--- src/rtl/refresh_pkg.sv ---
package refresh_pkg;

  localparam int STG_W = 2;
  localparam int GAP_W = 3;

  typedef enum logic [1:0] {
    SEQ_IDLE  = 2'd0,
    SEQ_ISSUE = 2'd1,
    SEQ_GAP   = 2'd2
  } seq_state_e;

  // Encoded stagger: 00->0, 01->1, 10->2, 11->4 clocks
  function automatic logic [GAP_W-1:0] stagger_gap(input logic [STG_W-1:0] code);
    logic [GAP_W-1:0] g;
    case (code)
      2'b00:   g = 3'd0;
      2'b01:   g = 3'd1;
      2'b10:   g = 3'd2;
      default: g = 3'd4;
    endcase
    return g;
  endfunction

endpackage

--- src/rtl/refresh_interval_tmr.sv ---
module refresh_interval_tmr #(
  parameter int IVL_W    = 9,
  parameter int SCALE_SH = 6
) (
  input  logic             clk,
  input  logic             rst,
  input  logic [IVL_W-1:0] interval_i,
  input  logic             reload_i,
  output logic             tick_o
);
  localparam int CNT_W = IVL_W + SCALE_SH;

  logic [CNT_W-1:0] cnt_q;
  logic [CNT_W-1:0] limit;
  logic             enabled;
  logic             wrap;

  assign limit   = {interval_i, {SCALE_SH{1'b0}}};
  assign enabled = |interval_i;
  assign wrap    = enabled && (cnt_q >= limit - CNT_W'(1));
  assign tick_o  = wrap;

  always_ff @(posedge clk) begin
    if (rst || !enabled || reload_i || wrap) cnt_q <= '0;
    else                                     cnt_q <= cnt_q + CNT_W'(1);
  end

  p_off_holds_r3: assert property (@(posedge clk) disable iff (rst)
    (interval_i == '0) |=> (cnt_q == '0));

  p_cnt_in_range_r2: assert property (@(posedge clk) disable iff (rst)
    (enabled && $stable(interval_i)) |-> (cnt_q < limit));

endmodule

--- src/rtl/refresh_req_edge.sv ---
module refresh_req_edge (
  input  logic clk,
  input  logic rst,
  input  logic level_i,
  output logic pulse_o
);
  logic level_q;

  always_ff @(posedge clk) begin
    if (rst) level_q <= 1'b0;
    else     level_q <= level_i;
  end

  assign pulse_o = level_i && !level_q;

  p_single_pulse_r7: assert property (@(posedge clk) disable iff (rst)
    pulse_o |=> !pulse_o);

endmodule

--- src/rtl/refresh_bank_seq.sv ---
module refresh_bank_seq
  import refresh_pkg::*;
#(
  parameter int NBANK  = 4,
  parameter int BANK_W = (NBANK > 1) ? $clog2(NBANK) : 1
) (
  input  logic              clk,
  input  logic              rst,
  input  logic              start_i,
  input  logic [GAP_W-1:0]  gap_i,
  input  logic              ready_i,
  output logic              valid_o,
  output logic [BANK_W-1:0] bank_o,
  output logic              busy_o
);
  localparam logic [BANK_W-1:0] LAST = BANK_W'(NBANK - 1);

  seq_state_e        state_q;
  logic [BANK_W-1:0] bank_q;
  logic [GAP_W-1:0]  gap_q;
  logic [GAP_W-1:0]  gcnt_q;

  always_ff @(posedge clk) begin
    if (rst) begin
      state_q <= SEQ_IDLE;
      bank_q  <= '0;
      gap_q   <= '0;
      gcnt_q  <= '0;
    end else begin
      case (state_q)
        SEQ_IDLE: begin
          if (start_i) begin
            state_q <= SEQ_ISSUE;
            bank_q  <= '0;
            gap_q   <= gap_i;
          end
        end
        SEQ_ISSUE: begin
          if (ready_i) begin
            if (bank_q == LAST) begin
              state_q <= SEQ_IDLE;
              bank_q  <= '0;
            end else begin
              bank_q <= bank_q + BANK_W'(1);
              if (gap_q != '0) begin
                state_q <= SEQ_GAP;
                gcnt_q  <= gap_q - GAP_W'(1);
              end
            end
          end
        end
        SEQ_GAP: begin
          if (gcnt_q == '0) state_q <= SEQ_ISSUE;
          else              gcnt_q  <= gcnt_q - GAP_W'(1);
        end
        default: state_q <= SEQ_IDLE;
      endcase
    end
  end

  assign valid_o = (state_q == SEQ_ISSUE);
  assign bank_o  = bank_q;
  assign busy_o  = (state_q != SEQ_IDLE);

  p_hold_offer_r6: assert property (@(posedge clk) disable iff (rst)
    (valid_o && !ready_i) |=> (valid_o && $stable(bank_o)));

  p_bank_order_r4: assert property (@(posedge clk) disable iff (rst)
    (valid_o && ready_i && bank_o != LAST) |=> (bank_o == $past(bank_o) + BANK_W'(1)));

  p_last_ends_r4: assert property (@(posedge clk) disable iff (rst)
    (valid_o && ready_i && bank_o == LAST) |=> !busy_o);

  p_zero_gap_r5: assert property (@(posedge clk) disable iff (rst)
    (valid_o && ready_i && bank_o != LAST && gap_q == '0) |=> valid_o);

  p_gap_bound_r5: assert property (@(posedge clk) disable iff (rst)
    (state_q == SEQ_GAP) |-> (gcnt_q < gap_q));

endmodule

--- src/rtl/refresh_sched.sv ---
module refresh_sched
  import refresh_pkg::*;
#(
  parameter int IVL_W    = 9,
  parameter int SCALE_SH = 6,
  parameter int NBANK    = 4,
  parameter int BANK_W   = (NBANK > 1) ? $clog2(NBANK) : 1
) (
  input  logic              clk,
  input  logic              rst,
  input  logic [IVL_W-1:0]  interval_i,
  input  logic [STG_W-1:0]  stagger_i,
  input  logic              test_req_i,
  input  logic              ref_ready_i,
  output logic              ref_valid_o,
  output logic [BANK_W-1:0] ref_bank_o,
  output logic              busy_o
);
  logic             tick;
  logic             test_edge;
  logic             pend_q;
  logic             start;
  logic             seq_busy;
  logic [GAP_W-1:0] gap_sel;

  generate
    if (NBANK == 1) begin : g_single
      assign gap_sel = '0;
    end else begin : g_multi
      assign gap_sel = stagger_gap(stagger_i);
    end
  endgenerate

  refresh_interval_tmr #(
    .IVL_W   (IVL_W),
    .SCALE_SH(SCALE_SH)
  ) u_tmr (
    .clk       (clk),
    .rst       (rst),
    .interval_i(interval_i),
    .reload_i  (start),
    .tick_o    (tick)
  );

  refresh_req_edge u_edge (
    .clk    (clk),
    .rst    (rst),
    .level_i(test_req_i),
    .pulse_o(test_edge)
  );

  assign start = !seq_busy && (pend_q || tick || test_edge);

  always_ff @(posedge clk) begin
    if (rst) pend_q <= 1'b0;
    else     pend_q <= (pend_q || tick || test_edge) && !start;
  end

  refresh_bank_seq #(
    .NBANK (NBANK),
    .BANK_W(BANK_W)
  ) u_seq (
    .clk    (clk),
    .rst    (rst),
    .start_i(start),
    .gap_i  (gap_sel),
    .ready_i(ref_ready_i),
    .valid_o(ref_valid_o),
    .bank_o (ref_bank_o),
    .busy_o (seq_busy)
  );

  assign busy_o = seq_busy;

  p_pend_kept_r8: assert property (@(posedge clk) disable iff (rst)
    (seq_busy && (tick || test_edge)) |=> pend_q);

  p_start_offers_r7: assert property (@(posedge clk) disable iff (rst)
    start |=> (ref_valid_o && ref_bank_o == '0));

endmodule

--- config.mk ---
export PLATFORM = sky130hd
export DESIGN_NAME = refresh_sched
export DESIGN_NICKNAME = d
export VERILOG_FILES = /design/src/rtl/refresh_pkg.sv /design/src/rtl/refresh_interval_tmr.sv /design/src/rtl/refresh_req_edge.sv /design/src/rtl/refresh_bank_seq.sv /design/src/rtl/refresh_sched.sv
export SDC_FILE = /design/constraint.sdc
export NUM_CORES = 1
export LEC_CHECK = 0
export CAP_MARGIN = 10
export CORE_UTILIZATION = 49
export DETAILED_ROUTE_END_ITERATION = 8
export GPL_ROUTABILITY_DRIVEN = 0
export MAX_ROUTING_LAYER = met4
export PLACE_DENSITY = 0.71
export SKIP_CTS_REPAIR_TIMING = 1
export SLEW_MARGIN = 20
export SYNTH_ARGS = -nofsm -noshare
export SYNTH_HDL_FRONTEND = slang
export SYNTH_HIERARCHICAL = 1
export SYNTH_SLANG_ARGS = --single-unit
--- constraint.sdc ---
create_clock -name clk -period 4.2 [get_ports clk]
set_input_delay 0.42 -clock clk [delete_from_list [all_inputs] [get_ports clk]]
set_output_delay 0.42 -clock clk [all_outputs]
set_load 0.05 [all_outputs]
==> results.cfg, run 1 <==
[timing]
rsz0062_at_grt = false
finalSetupViolCount = 0
slew_headroom = 0.636
max_freq_mhz = 266
whs_ns = 0.530
hold_viol_final = 0
fin_crit_sh = 0.895
setup_slack_ns = 0.441
slew_violations = 0
finalSetupTns_ns = 0
min_period_ns = 3.76
skew_ns = 0.00425
worst_pin_slew_ns = 0.541

[setup_path]
cp_max_fo = 15
required_ns = 4.47
arrival_ns = 4.03
r2r_cells = 10
worstSetupPathType = in2reg
critPathCapture = u_tmr/cnt_q[1]
worst_setup_path_end_kind = register
r2r-end = u_tmr/cnt_q[1]
startpoint_type = input port
timing.reg2reg.setup_slack_ns = 1.49
setup.worst_path.start = interval_i[2]
rr_startpoint = u_tmr/cnt_q[9]

[finish]
design_area_mm2 = 0.00193
final_cell_mix = dfxtp_1 (27), clkdlybuf4s50_1 (18), nor3_1 (16), ha_1 (13), nor2_1 (12)
n_antenna_cell = 0
mostFrequentLayoutCell = dfxtp_1
area_delta_synth_final_pct = 13.8
nNetsFinal = 231
layout-drive-gt1-share = 0.0941
fill_cells = 314

[synth]
yosys_register_bits = 27
yosysTopAreaCell = dfxtp_1
synth.area.top_cells = dfxtp_1 (32%), ha_1 (9.6%), mux2i_1 (4.7%)
syn-cell-area_mm2 = 0.00170
synth_edf_count = 0
synth_top_area_frac = 0.318
async_flop_share = 0
synthDistinctLibCells = 49
ys.flop_type = dfxtp_1
synth.avg_cell_area_um2 = 9.23
syn_inst = 184
seq_area_frac_synth = 0.318
synth.yosys.warnings = 6
synth_fp_nets = 212

[route]
ant_nets = 0
drc_errors = 0
wl_per_cell_um = 13.7
firstDrtPassIters = 4
drt_first_iter_violations = 70
num_vias = 1361
wl_mm = 3.39
routed_via_density = 5.49

[grt]
antenna_found_initial = 0
grt_max_degree = 16
track_usage = 0.217
grt_pass1_wl_mm = 5.73
grt-ovfl-total = 0
grt_pass1_vias = 1310

[worst_hold_path]
worstHoldPathType = reg2reg

[cts]
cts_buffer_depth = 2
cts_tree = yes
insertion_delay_ns = 0.34
clock_sink_count = 27
cts.clk_slew.worst_paths_ns = 0.14
clockRootBuffer = clkbuf_4
htree_levels = 1
cts_buffers = 3

[floorplan]
die_h_um = 60.9
rows = 21
initial_utilization = 0.509
io_pins = 19
placeableCoreArea_mm2 = 0.00334
die_area_mm2 = 0.00370
die_x_um = 60.9

[pwr]
p_switching_uw = 159
p_leak_nw = 0.746
vdd_ir_drop_max_mv = 0.133
powerDensity_mw_per_mm2 = 268
p_sw_frac = 0.306
p_total_uw = 518
power_frac_clock = 0.224
p_int_uw = 360
power_frac_comb = 0.235
p_seq_frac = 0.541

[outcome]
status = complete, no violations

[place]
post-dp-hpwl_mm = 2.64
post-place-ws_ns = 0.157
portBuffers = 18
dpl-instance-area_mm2 = 0.00190

[job]
maxCapViolations = 0
-- flip-flops by register name, summed over array words and instances (netlist names) --
| signal | cells |
|---|---|
| u_seq/bank_o | 2 |
| pend_q | 1 |
| u_seq/gcnt_q | 3 |
| u_tmr/cnt_q | 15 |
| u_edge/level_q | 1 |
| u_seq/state_q | 2 |
| u_seq/gap_q | 3 |
-- critical path: stages --
cell,delay [ns]
clkdlybuf4s50_1,0.49
nor4_1,0.54
nand2_1,0.17
nor3_1,0.22
xnor2_1,0.17
ha_1,0.29
a41oi_1,0.23
o21ai_0,0.16
a21oi_1,0.15
a21oi_1,0.09
nor3_2,0.20
nor2_1,0.09
a211o_1,0.22
a211o_2,0.39
nor3b_1,0.20
-- cell families after synthesis --
group	Yosys count	share of synthesized area
compound gates	24	0.105
xor+xnor	18	0.0929
fa+ha+maj	13	0.0958
buf+inv	10	0.0339
flops	27	0.318
mux	9	0.0538
simple gates	83	0.301
-- cell usage after synthesis (2+ instances only) --
cell type / n
nor2b_1: 5
or2_2: 2
and3_1: 3
nor3_1: 16
or3_1: 3
nor4_1: 3
nor2b_4: 2
nand3_1: 6
xnor2_1: 9
nor3b_1: 5
buf_6: 2
nand2b_1: 3
a211oi_1: 2
ha_1: 13
nand4_1: 5
a31oi_1: 3
nand2_1: 5
mux2i_1: 8
a21o_1: 2
nor2_1: 12
o21ai_0: 3
inv_1: 5
xor2_1: 9
dfxtp_1: 27
a21oi_1: 6
and2_1: 2
-- how the worst min path moves through the flow --
stage                         start              end  slack [ns]  depth (start not counted)
floorplan           u_tmr/cnt_q[13]  u_tmr/cnt_q[13]        0.48                          2
detailed placement  u_seq/gcnt_q[1]  u_seq/gcnt_q[1]        0.51                          2
CTS                 u_seq/gcnt_q[1]  u_seq/gcnt_q[1]        0.53                          2
global placement    u_seq/bank_o[1]  u_seq/bank_o[1]        0.50                          2
finish              u_seq/gcnt_q[1]  u_seq/gcnt_q[1]        0.53                          2
global route        u_seq/gcnt_q[1]  u_seq/gcnt_q[1]        0.55                          2
-- final cells by class --
type                       count  area (um2)  share of cell area
timing repair buffer          19         188              0.0972
multi-input combinational    147        1100               0.569
clock buffer                   3        22.5              0.0117
sequential                    27         541               0.280
clock inverter                 1        5.00             0.00259
tap                           46        57.6              0.0298
inverter                       5        18.8             0.00972
-- power by group through the flow --
stage	clock network [mW]	registers, mW	logic [mW]
after floorplan	0	0.286	0.0822
after global placement	0	0.285	0.118
after detailed placement	0	0.286	0.122
after CTS	0.123	0.280	0.122
after global routing	0.134	0.283	0.135
final	0.116	0.280	0.122
-- per-stage QoR --
step | util | cells
2_1_floorplan | - | 184
3_3_place_gp | 0.571 | 244
3_5_place_dp | 0.571 | 244
4_1_cts | 0.579 | 248
5_1_grt | 0.579 | 248
6_report | 0.579 | 248
-- routing by layer --
metal,wire length [um],up-vias,global-route usage
met5,0,-,-
met3,53,5,0.0256
li1,-,712,-
met1,1550,633,0.244
met4,53,0,0.0779
met2,1730,11,0.392
Note: power is estimated with default switching activity, not from simulation.
==> inputs of run 2 (changes only) <==
--- a/config.mk
+++ b/config.mk
@@ -5,6 +5,7 @@
 export SDC_FILE = /design/constraint.sdc
 export NUM_CORES = 1
 export LEC_CHECK = 0
+export ABC_CLOCK_PERIOD_IN_PS = 4200
 export CAP_MARGIN = 10
 export CORE_UTILIZATION = 49
 export DETAILED_ROUTE_END_ITERATION = 8
==> results of run 2 <==
Same layout as run 1: the final DEF is identical, and so are final timing and power.
